<file path="config.mk">
export PLATFORM = sky130hd
export DESIGN_NAME = irq_status_unit
export DESIGN_NICKNAME = d
export VERILOG_FILES = /design/src/rtl/irq_unit_pkg.sv /design/src/rtl/irq_status_bit.sv /design/src/rtl/irq_reg_port.sv /design/src/rtl/irq_status_unit.sv
export SDC_FILE = /design/constraint.sdc
export NUM_CORES = 1
export LEC_CHECK = 0
export ABC_AREA = 1
export CAP_MARGIN = 20
export CORE_MARGIN = 2
export CORE_UTILIZATION = 39
export CTS_BUF_LIST = sky130_fd_sc_hd__clkbuf_8 sky130_fd_sc_hd__clkbuf_16
export CTS_CLUSTER_DIAMETER = 100
export DETAILED_ROUTE_END_ITERATION = 16
export PLACE_DENSITY = 0.76
export SLEW_MARGIN = 10
export SYNTH_ARGS = -nofsm -noshare
export SYNTH_HDL_FRONTEND = slang
export SYNTH_HIERARCHICAL = 1
export SYNTH_SLANG_ARGS = --single-unit
</file>
<file path="constraint.sdc">
create_clock -name clk -period 1.1 [get_ports clk]
set_input_delay 0.11 -clock clk [delete_from_list [all_inputs] [get_ports clk]]
set_output_delay 0.11 -clock clk [all_outputs]
set_load 0.02 [all_outputs]
</file>
<file path="src/rtl/irq_unit_pkg.sv">
package irq_unit_pkg;
  localparam int SRC_N  = 5;
  localparam int ADDR_W = 2;

  // register offsets
  localparam int OFS_MASK  = 0;
  localparam int OFS_CLEAR = 1;
  localparam int OFS_MSTAT = 2;

  // source bit positions
  localparam int SRC_DONE    = 0;
  localparam int SRC_XFAULT  = 1;
  localparam int SRC_FFAULT  = 2;
  localparam int SRC_RXLEVEL = 3;
  localparam int SRC_TXLEVEL = 4;

  // next latched value: set wins over clear
  function automatic logic next_bit(input logic cur, input logic set, input logic clr);
    return set | (cur & ~clr);
  endfunction

  function automatic logic [SRC_N-1:0] masked_view(input logic [SRC_N-1:0] raw,
                                                   input logic [SRC_N-1:0] en);
    return raw & en;
  endfunction
endpackage

</file>
<file path="src/rtl/irq_status_bit.sv">
module irq_status_bit (
  input  logic clk,
  input  logic rst_n,
  input  logic set_i,
  input  logic clr_i,
  output logic raw_o
);
  import irq_unit_pkg::*;

  logic raw_q;

  always_ff @(posedge clk) begin
    if (!rst_n) raw_q <= 1'b0;
    else        raw_q <= next_bit(raw_q, set_i, clr_i);
  end

  assign raw_o = raw_q;

  // an event always leaves the bit set, even against a clear
  assert_set_wins_R6: assert property (@(posedge clk) disable iff (!rst_n)
    set_i |=> raw_o);
  // clear without event drops the bit
  assert_clear_R5: assert property (@(posedge clk) disable iff (!rst_n)
    (clr_i && !set_i) |=> !raw_o);
  // no clear and no event keeps the bit
  assert_hold_R5: assert property (@(posedge clk) disable iff (!rst_n)
    (!clr_i && !set_i) |=> $stable(raw_o));
endmodule

</file>
<file path="src/rtl/irq_reg_port.sv">
module irq_reg_port #(
  parameter int SRC_N  = irq_unit_pkg::SRC_N,
  parameter int ADDR_W = irq_unit_pkg::ADDR_W
) (
  input  logic              clk,
  input  logic              rst_n,
  input  logic              wr_en_i,
  input  logic [ADDR_W-1:0] wr_addr_i,
  input  logic [SRC_N-1:0]  wr_data_i,
  input  logic [ADDR_W-1:0] rd_addr_i,
  input  logic [SRC_N-1:0]  raw_i,
  output logic [SRC_N-1:0]  mask_o,
  output logic [SRC_N-1:0]  clr_o,
  output logic [SRC_N-1:0]  mstat_o,
  output logic [SRC_N-1:0]  rd_data_o
);
  import irq_unit_pkg::*;

  localparam logic [ADDR_W-1:0] A_MASK  = ADDR_W'(OFS_MASK);
  localparam logic [ADDR_W-1:0] A_CLEAR = ADDR_W'(OFS_CLEAR);
  localparam logic [ADDR_W-1:0] A_MSTAT = ADDR_W'(OFS_MSTAT);

  logic [SRC_N-1:0] mask_q;
  logic             mask_wr;
  logic             clear_wr;

  assign mask_wr  = wr_en_i && (wr_addr_i == A_MASK);
  assign clear_wr = wr_en_i && (wr_addr_i == A_CLEAR);

  always_ff @(posedge clk) begin
    if (!rst_n)       mask_q <= '0;
    else if (mask_wr) mask_q <= wr_data_i;
  end

  assign mask_o  = mask_q;
  assign clr_o   = clear_wr ? wr_data_i : '0;
  assign mstat_o = masked_view(raw_i, mask_q);

  always_comb begin
    unique case (rd_addr_i)
      A_MASK:  rd_data_o = mask_q;
      A_MSTAT: rd_data_o = mstat_o;
      default: rd_data_o = '0;
    endcase
  end

  // a mask write lands on the next edge
  assert_mask_write_R3: assert property (@(posedge clk) disable iff (!rst_n)
    mask_wr |=> (mask_o == $past(wr_data_i)));
  // other writes leave the mask alone
  assert_mask_stable_R9: assert property (@(posedge clk) disable iff (!rst_n)
    !mask_wr |=> $stable(mask_o));
  // clear and spare addresses read as zero
  assert_zero_reads_R9: assert property (@(posedge clk) disable iff (!rst_n)
    (rd_addr_i != A_MASK && rd_addr_i != A_MSTAT) |-> (rd_data_o == '0));
endmodule

</file>
<file path="src/rtl/irq_status_unit.sv">
module irq_status_unit #(
  parameter int SRC_N  = irq_unit_pkg::SRC_N,
  parameter int ADDR_W = irq_unit_pkg::ADDR_W
) (
  input  logic              clk,
  input  logic              rst_n,
  input  logic [SRC_N-1:0]  evt_i,
  input  logic              wr_en_i,
  input  logic [ADDR_W-1:0] wr_addr_i,
  input  logic [SRC_N-1:0]  wr_data_i,
  input  logic [ADDR_W-1:0] rd_addr_i,
  output logic [SRC_N-1:0]  rd_data_o,
  output logic              irq_o
);
  logic [SRC_N-1:0] raw_w;
  logic [SRC_N-1:0] clr_w;
  logic [SRC_N-1:0] mask_w;
  logic [SRC_N-1:0] mstat_w;

  for (genvar k = 0; k < SRC_N; k++) begin : g_src
    irq_status_bit u_bit (
      .clk   (clk),
      .rst_n (rst_n),
      .set_i (evt_i[k]),
      .clr_i (clr_w[k]),
      .raw_o (raw_w[k])
    );
  end

  irq_reg_port #(.SRC_N(SRC_N), .ADDR_W(ADDR_W)) u_regs (
    .clk       (clk),
    .rst_n     (rst_n),
    .wr_en_i   (wr_en_i),
    .wr_addr_i (wr_addr_i),
    .wr_data_i (wr_data_i),
    .rd_addr_i (rd_addr_i),
    .raw_i     (raw_w),
    .mask_o    (mask_w),
    .clr_o     (clr_w),
    .mstat_o   (mstat_w),
    .rd_data_o (rd_data_o)
  );

  assign irq_o = |mstat_w;

  // a fully disabled mask never raises the line
  assert_mask_gates_irq_R8: assert property (@(posedge clk) disable iff (!rst_n)
    (mask_w == '0) |-> !irq_o);
  // the line needs at least one latched source
  assert_irq_needs_raw_R8: assert property (@(posedge clk) disable iff (!rst_n)
    irq_o |-> (raw_w != '0));
endmodule

</file>
### Word level (Yosys, flattened, before mapping)

Cells that the tools add are included.

| storage, ports and cells | value |
|---|---|
| register bits | 10 |
| output and inout port bits | 6 |
| logic and storage cells | 31 |

| operators by class | value |
|---|---|
| equal/unequal tests | 2 |
| muxes and demuxes | 2 |
| bitwise operators | 16 |
| reductions and logical operators | 5 |

Operator list:

| kind | number |
|---|---|
| one-hot mux 5 bit (2 select lines) | 1 |
| bitwise AND 1 bit | 5 |
| bitwise AND 5 bit | 1 |
| 2-to-1 mux 5 bit | 1 |
| inverter 1 bit | 5 |
| bitwise OR 1 bit | 5 |
| OR reduction 5 bit | 1 |
| logical NOT 2 bit | 2 |
| equality test 2 x 1 -> 1 bit (second input constant) | 1 |
| equality test 2 bit (second input constant) | 1 |
| logical AND 1 bit | 2 |

### Depth between registers and ports, before layout

| logic depth | value |
|---|---|
| word-level depth | 6 |
| mapped depth | 5 |
| mapped depth without buffers | 5 |

### Hierarchy

Netlist, hierarchy kept.

Modules (own cells, without submodules):

| module | instances | cells an instance | area an instance (sq um) | seq. area each (sq um) |
|---|---|---|---|---|
| irq_reg_port | 1 | 59 | 334.1 | 100.1 |
| irq_status_bit | 5 | 6 | 43.8 | 20.0 |
| irq_status_unit | 1 | 4 | 16.3 | 0.0 |

### Least setup slack after synthesis

Ideal clock, no wire load.

| timing | value |
|---|---|
| path type | reg-to-output |
| start | register u_regs.mask_q[1], in the netlist u_regs/mask_o[1] |
| end | output port rd_data_o[1] |
| data arrival time | 0.756 ns |
| data required time | 0.990 ns |
| slack | 0.234 ns |
| stages on the path, launching flop included | 3 |
| path buffers | 0 |
| path through | dfxtp_1 nand2_1 a21oi_1 |

| between the ends | value |
|---|---|
| word-level cells in the longest chain between the ends | 2 |

RTL lines:

| item | RTL line | RTL |
|---|---|---|
| start: declaration | irq_reg_port.sv:23 | `logic [SRC_N-1:0] mask_q;` |
| start signal: assignment | irq_reg_port.sv:32 | `else if (mask_wr) mask_q <= wr_data_i;` |
| bitwise AND 5 bit | irq_unit_pkg.sv:24 | `return raw & en;` |
| one-hot mux 5 bit (2 select lines) * | irq_reg_port.sv:40 | `unique case (rd_addr_i)` |
| end: declaration | irq_status_unit.sv:12 | `output logic [SRC_N-1:0] rd_data_o,` |

Every way passes the cells marked *; elsewhere a longest branch is shown, timed or not.

### Worst setup path in the final report

| timing | value |
|---|---|
| start | register g_src[0].u_bit.raw_q |
| end | output port irq_o |

| between the ends | value |
|---|---|
| word-level cells in the longest chain between the ends | 2 |

RTL lines:

| item | RTL line | RTL |
|---|---|---|
| start: declaration | irq_status_bit.sv:10 | `logic raw_q;` |
| start signal: assignment | irq_status_bit.sv:14 | `else raw_q <= next_bit(raw_q, set_i, clr_i);` |
| bitwise AND 5 bit | irq_unit_pkg.sv:24 |  |
| net mstat_w[0] | irq_status_unit.sv:18 | `logic [SRC_N-1:0] mstat_w;` |
| OR reduction 5 bit | irq_status_unit.sv:44 | `assign irq_o = \|mstat_w;` |
| end: declaration | irq_status_unit.sv:13 | `output logic irq_o` |

The timed path passes the listed nets, and every way through them passes these cells.

==> results.toml <==
[place]
place_ws_ns = -0.460
hpwl_um = 982
gp_congestion = 0.749
post-place-cells = 135
io_buffers = 22

[critical_path]
worstPathMaxFanout = 3
reg2reg_depth = 3
worstReg2RegStart = "g_src[2].u_bit/raw_o"
start_kind = "flip-flop"
cp-startpoint = "g_src[0].u_bit/raw_o"
worstPathArrival_ns = 0.99
crit_required_ns = 0.99
endpoint_kind = "output pin"
path_class = "reg2out"

[timing]
worst_pin_slew_ns = 0.255
rsz0062_at_grt = "yes"
finalSetupViolations = 1
period_minus_slack_ns = 1.10
setup_slack_ns = -0.000626
clock_skew_ns = 0
hold_viol = 0
final_max_slew_viol_count = 0
slew_headroom = 0.830
max_freq_mhz = 909
finalCritPeriodShare = 1.00

[clock_tree]
cts_htree_levels = 1
postCtsHoldBufs = 0
postCtsSetupRepairBufs = 0
cts_sinks = 10
clk_path_buf_depth = 2
root_buffer = "clkbuf_8"
cts_tree = "done"
clk_latency_ns = 0.23
clk_pin_slew_ns = 0.04
numCtsBuffers = 3

[synthesis]
syn_area_um2 = 569
synth_top_area_cell = "dfxtp_1"
synth_area_leaders = "dfxtp_1 (35%), inv_1 (18%), nand2_1 (11%)"
synth_xor_area_frac = 0
synth-seq-cells = 10
netlist_instances = 93
synthSimpleGateAreaFrac = 0.297
synthesis.nets = 110
synth_cell_types = 11
synth_seq_area_share = 0.352
syn_avg_cell_area_um2 = 6.12
synth.top_cell.area_share = 0.352
yosysWarningCount = 6
muxShareOfSynthArea = 0
synth_compound_gate_area_share = 0.165
synth_top_family_by_area = "simple AND/OR/NAND/NOR gates"
synthAdderAreaFrac = 0

[drt]
first_pass_iters = 4
drt-initial-drc-count = 14
vias = 634
avgRoutedWirePerCell_um = 9.88
vias_per_cell = 4.59
drc = 0
drt_wl_total_um = 1360
ant_nets = 0

[status]
violations = "setup timing"
outcome = "finished, violations left"

[layout]
nNetsFinal = 142
finalNonFillerCells = 138
area_growth_pct = 60.2
diodes = 0
layout-drive-gt1-share = 0.276

[global_routing]
grt-ovfl-total = 0
antenna_found_initial = 0
grt_use_total = 0.171
grt_max_degree = 11
grt_pass1_wl_um = 2300
grt_pass1_vias = 581

[die]
design.die.area_mm2 = 0.00178
rows = 13
io_pins = 23
core_mm2 = 0.00133
die_y_um = 42.2
initial_core_util = 0.427
die_w_um = 42.2

[job]
maxCapViolCount = 0

[hold_path]
worstHoldStart = "evt_i[1]"
min_path_cells = 3
hold_class = "in2reg"

[pwr]
ir_worst_vdd_uv = 642
p_leak_nw = 0.486
pwr_density_cell_mw_per_mm2 = 1080
-- per-layer routing --
layer  GRT usage  wire, um  up-vias
met5           0         0        -
met4      0.0938        14        0
met3      0.0259       118        2
met2       0.295       684       29
met1       0.198       547      268
li1            -         -      335
-- layout make-up --
type	instances	area, um2
tap	15	18.8
timing repair buffer	28	262
inverter	27	101
sequential	10	206
multi-input combinational	55	283
fill	123	422
clock buffer	3	41.3
-- worst max-delay path, cell delays in order (launching register included) --
cell	delay, ns
dfxtp_2	0.32
nand2_1	0.07
inv_1	0.05
nor2_2	0.10
nand3_2	0.08
buf_6	0.13
-- synthesized netlist by cell type (all sizes together) --
cell type   n
inv        27
nor2       17
nand2      16
a21oi      11
dfxtp      10
nand3       6
o21ai       4
buf         1
nand3b      1
-- logic make-up after synthesis --
family                 Yosys count
AND/OR/NAND/NOR                 40
flip-flops                      10
AO/OA/AOI/OAI                   15
buffers and inverters           28
-- cell usage in the layout (no fill, tap or decap), types with 2 or more instances in the layout --
cell type        Yosys  final
nand2_1             16     15
clkbuf_8             0      3
clkdlybuf4s50_1      0     15
dfxtp_2              0      5
o21ai_2              0      2
nor2_1              16     14
dfxtp_1             10      5
buf_4                0      7
nor2_2               0      2
a21oi_2              5      5
buf_2                1      3
nand3_1              6      5
inv_1               27     25
inv_2                0      2
a21oi_1              6      6
o21ai_1              0      2
-- report_power, final --
group	internal, W	leakage [nW]	total, W	switching (W)
sequential	0.000389	0.0842	0.000409	0.0000198
clock	0.000238	0.0216	0.000363	0.000125
combinational	0.000116	0.380	0.000210	0.0000942
-- through the flow --
stage	utilization	hold slack, ns	TNS, ns	total power (W)	area [um2]
finish	0.684	0.435	-0.000626	0.000983	912
CTS	0.654	0.433	0	0.000969	872
detailed placement	0.645	0.471	-3.68	0.000614	861
floorplan	-	0.231	0	0.000493	569
global route	0.684	0.452	-0.0697	0.00103	912
global placement	0.645	0.463	-3.48	0.000609	861
-- sequential cells by signal, summed over array words and instances, names as in the netlist --
| register | cells |
|---|---|
| g_src.u_bit/raw_o | 5 |
| u_regs/mask_o | 5 |
-- repair_timing --
item | in CTS | in global routing
endpoints found under the setup margin | 6 | 6
pin swaps | 0 | 5
hold endpoints to repair | 0 | 0
gates resized for setup | 28 | 18
-- worst paths after layout --
check / endpoint / slack (ns)
setup / recovery: irq_o / -0.0006
hold / removal: g_src[1].u_bit/raw_o / 0.43
setup reg to reg: g_src[2].u_bit/raw_o / 0.36
hold reg to reg: g_src[0].u_bit/raw_o / 0.48
No activity file was read; power rests on OpenSTA's default activity.
